==> config.mk <==
export PLATFORM = sky130hd
export DESIGN_NAME = nba_beat_accum
export DESIGN_NICKNAME = d
export VERILOG_FILES = /design/src/rtl/nba_pkg.sv /design/src/rtl/nba_strobe_lut.sv /design/src/rtl/nba_lane_map.sv /design/src/rtl/nba_read_pack.sv /design/src/rtl/nba_write_steer.sv /design/src/rtl/nba_beat_accum.sv
export SDC_FILE = /design/constraint.sdc
export NUM_CORES = 1
export LEC_CHECK = 0
export ABC_CLOCK_PERIOD_IN_PS = 8600
export BUFFER_PORTS_ARGS = -buffer_cell sky130_fd_sc_hd__buf_2
export CORE_MARGIN = 3
export CORE_UTILIZATION = 29
export DETAILED_ROUTE_END_ITERATION = 12
export PLACE_DENSITY = 0.52
export RECOVER_POWER = 100
export SYNTH_ARGS = -nofsm -noshare
export SYNTH_HDL_FRONTEND = slang
export SYNTH_SLANG_ARGS = --single-unit
==> constraint.sdc <==
create_clock -name clk -period 8.6 [get_ports clk]
set_input_delay 2.58 -clock clk [delete_from_list [all_inputs] [get_ports clk]]
set_output_delay 2.58 -clock clk [all_outputs]
set_load 0.05 [all_outputs]
==> src/rtl/nba_pkg.sv <==
package nba_pkg;
    localparam int DATA_W  = 64;
    localparam int NBYTES  = DATA_W / 8;
    localparam int LOGB    = $clog2(NBYTES);
    localparam int CNT_W   = $clog2(NBYTES);
    localparam int SZ_W    = $clog2(LOGB + 1);

    typedef enum logic [SZ_W-1:0] {
        PORT_FULL    = 2'd0,
        PORT_HALF    = 2'd1,
        PORT_QUARTER = 2'd2,
        PORT_EIGHTH  = 2'd3
    } port_e;

    typedef enum logic [SZ_W-1:0] {
        XF_BYTE  = 2'd0,
        XF_HALF  = 2'd1,
        XF_WORD  = 2'd2,
        XF_DWORD = 2'd3
    } xfer_e;

    typedef struct packed {
        logic             active;
        port_e            port;
        xfer_e            xfer;
        logic             is_read;
        logic [CNT_W-1:0] cnt;
        logic             ack;
    } ctl_state_t;
endpackage

==> src/rtl/nba_strobe_lut.sv <==
module nba_strobe_lut
    import nba_pkg::*;
#(
    parameter int LOG_BYTES = LOGB,
    parameter int CW        = CNT_W
) (
    input  logic [SZ_W-1:0] port_sz,
    input  logic [SZ_W-1:0] xfer_sz,
    output logic [CW:0]     need
);
    // strobes = transfer bytes / port bytes, never below one
    always_comb begin
        int e;
        e = int'(xfer_sz) + int'(port_sz) - LOG_BYTES;
        if (e < 0) e = 0;
        need = {{CW{1'b0}}, 1'b1} << e;
    end
endmodule

==> src/rtl/nba_lane_map.sv <==
module nba_lane_map
    import nba_pkg::*;
#(
    parameter int LOG_BYTES = LOGB
) (
    input  logic [SZ_W-1:0]      port_sz,
    output logic [SZ_W-1:0]      lane_log,
    output logic [LOG_BYTES-1:0] lane_mask
);
    // log2 of the port width in bytes, and a mask selecting a byte lane within it
    assign lane_log  = SZ_W'(LOG_BYTES) - port_sz;
    assign lane_mask = LOG_BYTES'((1 << lane_log) - 1);
endmodule

==> src/rtl/nba_read_pack.sv <==
module nba_read_pack
    import nba_pkg::*;
#(
    parameter int DW = DATA_W,
    parameter int CW = CNT_W
) (
    input  logic            clk,
    input  logic            rst_n,
    input  logic            wr_en,
    input  logic [SZ_W-1:0] lane_log,
    input  logic [LOGB-1:0] lane_mask,
    input  logic [CW-1:0]   slice_idx,
    input  logic [DW-1:0]   mem_rdata,
    output logic [DW-1:0]   rdata
);
    localparam int NB = DW / 8;

    typedef struct packed {
        logic [DW-1:0] word;
    } pack_state_t;

    pack_state_t st_q, st_d;
    logic [7:0]  lane_b [NB];
    logic [7:0]  src_b  [NB];
    logic [NB-1:0] hit;

    // byte 0 is the most significant byte
    for (genvar b = 0; b < NB; b++) begin : g_byte
        assign lane_b[b] = mem_rdata[DW-1-8*b -: 8];
        assign hit[b]    = (CW'(b >> lane_log) == slice_idx);
        assign src_b[b]  = lane_b[LOGB'(b) & lane_mask];
    end

    always_comb begin
        st_d = st_q;
        if (wr_en) begin
            for (int b = 0; b < NB; b++) begin
                if (hit[b])
                    st_d.word[DW-1-8*b -: 8] = src_b[b];
                else if (slice_idx == '0)
                    st_d.word[DW-1-8*b -: 8] = 8'h00;
            end
        end
    end

    always_ff @(posedge clk) begin
        if (!rst_n) st_q <= '0;
        else        st_q <= st_d;
    end

    assign rdata = st_q.word;

    AST_RDATA_HOLD: assert property (@(posedge clk) disable iff (!rst_n)
        !$past(wr_en) |-> $stable(rdata));
endmodule

==> src/rtl/nba_write_steer.sv <==
module nba_write_steer
    import nba_pkg::*;
#(
    parameter int DW = DATA_W,
    parameter int CW = CNT_W
) (
    input  logic            en,
    input  logic [SZ_W-1:0] lane_log,
    input  logic [CW-1:0]   slice_idx,
    input  logic [DW-1:0]   host_wdata,
    output logic [DW-1:0]   mem_wdata
);
    localparam int NB = DW / 8;

    logic [7:0]      host_b [NB];
    logic [LOGB-1:0] base;

    assign base = LOGB'(slice_idx) << lane_log;

    for (genvar j = 0; j < NB; j++) begin : g_lane
        assign host_b[j] = host_wdata[DW-1-8*j -: 8];
        // output lane j is live only when it lies within the port width
        assign mem_wdata[DW-1-8*j -: 8] =
            (en && ((j >> lane_log) == 0)) ? host_b[base | LOGB'(j)] : 8'h00;
    end
endmodule

==> src/rtl/nba_beat_accum.sv <==
module nba_beat_accum
    import nba_pkg::*;
(
    input  logic        clk,
    input  logic        rst_n,
    input  logic        start,
    input  logic [1:0]  port_sz,
    input  logic [1:0]  xfer_sz,
    input  logic        is_read,
    input  logic        pstrobe,
    input  logic [63:0] mem_rdata,
    input  logic [63:0] host_wdata,
    output logic        ack,
    output logic [63:0] host_rdata,
    output logic [63:0] mem_wdata
);
    ctl_state_t      st_q, st_d;
    logic [CNT_W:0]  need;
    logic [SZ_W-1:0] lane_log;
    logic [LOGB-1:0] lane_mask;
    logic            strobe_ok;
    logic            last_slice;

    nba_strobe_lut u_lut (
        .port_sz (st_q.port),
        .xfer_sz (st_q.xfer),
        .need    (need)
    );

    nba_lane_map u_map (
        .port_sz   (st_q.port),
        .lane_log  (lane_log),
        .lane_mask (lane_mask)
    );

    assign strobe_ok  = st_q.active && pstrobe && !start;
    assign last_slice = ({1'b0, st_q.cnt} == need - 1'b1);

    always_comb begin
        st_d     = st_q;
        st_d.ack = 1'b0;
        if (start) begin
            st_d.active  = 1'b1;
            st_d.port    = port_e'(port_sz);
            st_d.xfer    = xfer_e'(xfer_sz);
            st_d.is_read = is_read;
            st_d.cnt     = '0;
        end else if (strobe_ok) begin
            if (last_slice) begin
                st_d.cnt = '0;
                st_d.ack = 1'b1;
            end else begin
                st_d.cnt = st_q.cnt + 1'b1;
            end
        end
    end

    always_ff @(posedge clk) begin
        if (!rst_n) st_q <= '0;
        else        st_q <= st_d;
    end

    nba_read_pack u_rd (
        .clk       (clk),
        .rst_n     (rst_n),
        .wr_en     (strobe_ok && st_q.is_read),
        .lane_log  (lane_log),
        .lane_mask (lane_mask),
        .slice_idx (st_q.cnt),
        .mem_rdata (mem_rdata),
        .rdata     (host_rdata)
    );

    nba_write_steer u_wr (
        .en         (st_q.active && !st_q.is_read),
        .lane_log   (lane_log),
        .slice_idx  (st_q.cnt),
        .host_wdata (host_wdata),
        .mem_wdata  (mem_wdata)
    );

    assign ack = st_q.ack;

    AST_ACK_FOLLOWS_STROBE: assert property (@(posedge clk) disable iff (!rst_n)
        ack |-> $past(pstrobe && !start));
    AST_NO_ACK_BEFORE_START: assert property (@(posedge clk) disable iff (!rst_n)
        ack |-> $past(st_q.active));
    AST_CNT_BELOW_NEED: assert property (@(posedge clk) disable iff (!rst_n)
        st_q.active |-> ({1'b0, st_q.cnt} < need));
    AST_WSLICE_IDLE_ZERO: assert property (@(posedge clk) disable iff (!rst_n)
        (!st_q.active || st_q.is_read) |-> (mem_wdata == '0));
endmodule

==> impl_metrics.env <==
export IMPL_status="finished, violations left"
export IMPL_failed_checks="max-capacitance violations, max-slew violations"
export IMPL_p_comb_frac=0.250
export IMPL_drive_gt1_frac=0.2347
export IMPL_cp_max_fo=49
export IMPL_antenna_found_initial=1
export IMPL_vias=5531
export IMPL_slowest_delay_ps=970
export IMPL_crit_type="reg2out"
export IMPL_fin_ws_ps=2173
export IMPL_worstSkewPairLatency_ps=340
export IMPL_finClkSkew_ps=10.54
export IMPL_p_clk_frac=0.405
export IMPL_syn_to_final_growth_pct=29.69
export IMPL_synth_fp_nets=740
export IMPL_yosys_cell_types_count=50
export IMPL_drtIter0Drc=391
export IMPL_crit_arrival_ps=3850
export IMPL_crit_slowest_cell="ha_2"
export IMPL_h_tree_depth=3
export IMPL_power_density_mw_per_mm2=148.4
export IMPL_crit_family="buffers and inverters"
export IMPL_dieArea_mm2=0.01983
export IMPL_grtUsageTotal=0.2040
export IMPL_synth_top_area_frac=0.2810
export IMPL_syn_inst=590
export IMPL_crit_buf_inv=3
export IMPL_yosys_area_top_type="dfxtp_1"
export IMPL_drtAntennaViolNets=0
export IMPL_initial_core_util=0.3007
export IMPL_drtPass1Iterations=5
export IMPL_rows=48
export IMPL_fmax_ghz=0.1556
export IMPL_required_ps=6020
export IMPL_relSlewSlack=-0.08065
export IMPL_clockBufferDepth=2
export IMPL_hp_class="reg2reg"
export IMPL_clk_pin_slew_ps=70
export IMPL_post_cts_buffers=0
export IMPL_gp_congestion=0.9014
export IMPL_nets=976
export IMPL_ioPinCount=266
export IMPL_grt_pass1_vias=5255
export IMPL_busiest_layer="met2"
export IMPL_cts_resized=0
export IMPL_drc=0
export IMPL_start_kind="flip-flop"
export IMPL_synth_seq_area_share=0.2810
export IMPL_synth_top_cells_by_area="dfxtp_1, mux2i_1, mux4_2"
export IMPL_synth_enable_flop_cells=0
export IMPL_end_kind="output port"
export IMPL_routedWlPerCell_um=20.38
export IMPL_clkSinkCount=74
export IMPL_async_flop_share=0
export IMPL_design_area_mm2=0.006838
export IMPL_p_switching_mw=0.3300
export IMPL_syn_avg_cell_area_um2=8.937
export IMPL_cts_tree="built"
export IMPL_path_cells="buf_4, inv_1, ha_2, nand2_1, a21oi_1, clkbuf_1"
export IMPL_syn_cell_area_mm2=0.005273
export IMPL_cap_violations=1
export IMPL_grt_use_met2=0.3155
export IMPL_tightestPinTransition_ps=1621
export IMPL_power_internal_mw=0.6845
export IMPL_die_h_um=140.8
export IMPL_met1_usage=0.2956
export IMPL_core_area_mm2=0.01754
export IMPL_finalSetupViolations=0
export IMPL_min_period_ps=6427
export IMPL_rsz0062_at_grt="false"
export IMPL_die_width_um=140.8
export IMPL_grtUsageMet3=0.03799
export IMPL_whs_ps=449.3
export IMPL_place_ws_ps=2447
export IMPL_dp_hpwl_um=16670
export IMPL_viasPerCell=5.233
export IMPL_place_area_mm2=0.006703
export IMPL_finalCritPeriodShare=0.7473
export IMPL_swShare=0.3253
export IMPL_synth_common_cells="mux2i_1, nand2_1, dfxtp_1, o21ai_0, o22ai_1"
export IMPL_grt_first_pass_wirelength_um=31600
export IMPL_seqPwrFrac=0.345
export IMPL_numCtsBuffers=9
export IMPL_finalWirelength_um=21540
export IMPL_final_util=0.3899
export IMPL_peakVddDrop_v=0.0001039
export IMPL_maxSlewViolCount=40
export IMPL_finalHoldViolations=0
export IMPL_synth_yosys_warnings=0
export IMPL_cts_hold_buf=0
export IMPL_ys_ff_latch=74
export IMPL_io_buffers=265
export IMPL_cts_root_buf="clkbuf_16"
export IMPL_ys_dominant_reg_cell="dfxtp_1"
export IMPL_grt_max_degree=50
export IMPL_grt_overflow=0
export IMPL_yosysMostFrequentCell="mux2i_1"
export IMPL_fin_tns_setup_ps=0
export IMPL_leakage_nw=2.994
## final cells by class
class / count / area (µm²)
diodes: 1 / 2.502
repair buffers: 268 / 1186
multi-input cells: 465 / 3537
well taps: 225 / 281.5
flip-flops and latches: 74 / 1481
fillers: 1890 / 10700
inverters: 8 / 30.03
clock inverters: 6 / 90.09
clock buffers: 10 / 229.0
## cell families (layout without fill, tap and decap cells)
family          count (synthesis)  in the layout  synth area share
fa+ha+maj                      13             13           0.03227
mux                           128            128            0.2852
other cells                     0              1                 0
xor+xnor                       13             13           0.02159
compound gates                145            145            0.1799
buf+inv                        51            292           0.04675
simple gates                  166            166            0.1533
flops                          74             74            0.2810
## layer usage
metal	part of all wire	vias up
li1	-	2655
met1	0.47	2644
met2	0.45	213
met3	0.064	19
met4	0.012	0
met5	0	-
## path summary, 6_finish.rpt
check	depth (start not counted)	endpoint	slack, ps	startpoint
min	2	u_rd.rdata[17]	450	u_rd.rdata[17]
max	6	mem_wdata[8]	2170	st_q[8]
max reg2reg	10	u_rd.rdata[2]	4980	st_q[8]
min reg2reg	2	u_rd.rdata[17]	450	u_rd.rdata[17]
## placed cells by master, fill, tap and decap left out, types with 22 or more instances in the layout
cell type / instances
o22ai_1: 25
buf_2: 135
dfxtp_1: 74
a22o_1: 23
mux2i_1: 94
nand2_1: 82
clkbuf_1: 131
nor2_1: 22
o21ai_0: 47
nor2b_1: 23
## worst min-delay path, delay by kind of cell (launching register included)
family           cells  cell delay [ps]
flip-flops           1              320
AND/OR/NAND/NOR      1               40
AO/OA/AOI/OAI        1               50
## power by group through the flow
stage / clock (mW) / combinational (mW) / sequential (mW)
after global routing: 0.433 / 0.270 / 0.350
after detailed placement: 0 / 0.256 / 0.358
after floorplan: 0 / 0.159 / 0.364
final: 0.411 / 0.254 / 0.350
after global placement: 0 / 0.256 / 0.357
after CTS: 0.418 / 0.257 / 0.350
## registers in the layout, summed over array words and instances (netlist names)
register	count
u_rd.rdata	64
st_q	9
ack	1
## per-stage QoR
| stage | total power [mW] | instances |
|---|---|---|
| 2_1_floorplan | 0.5231 | 590 |
| 3_5_place_dp | 0.6136 | 1040 |
| 5_1_grt | 1.054 | 1057 |
| 4_1_cts | 1.025 | 1056 |
| 3_3_place_gp | 0.6140 | 1040 |
| 6_report | 1.015 | 1057 |
Power figures use the tool's default switching activity.
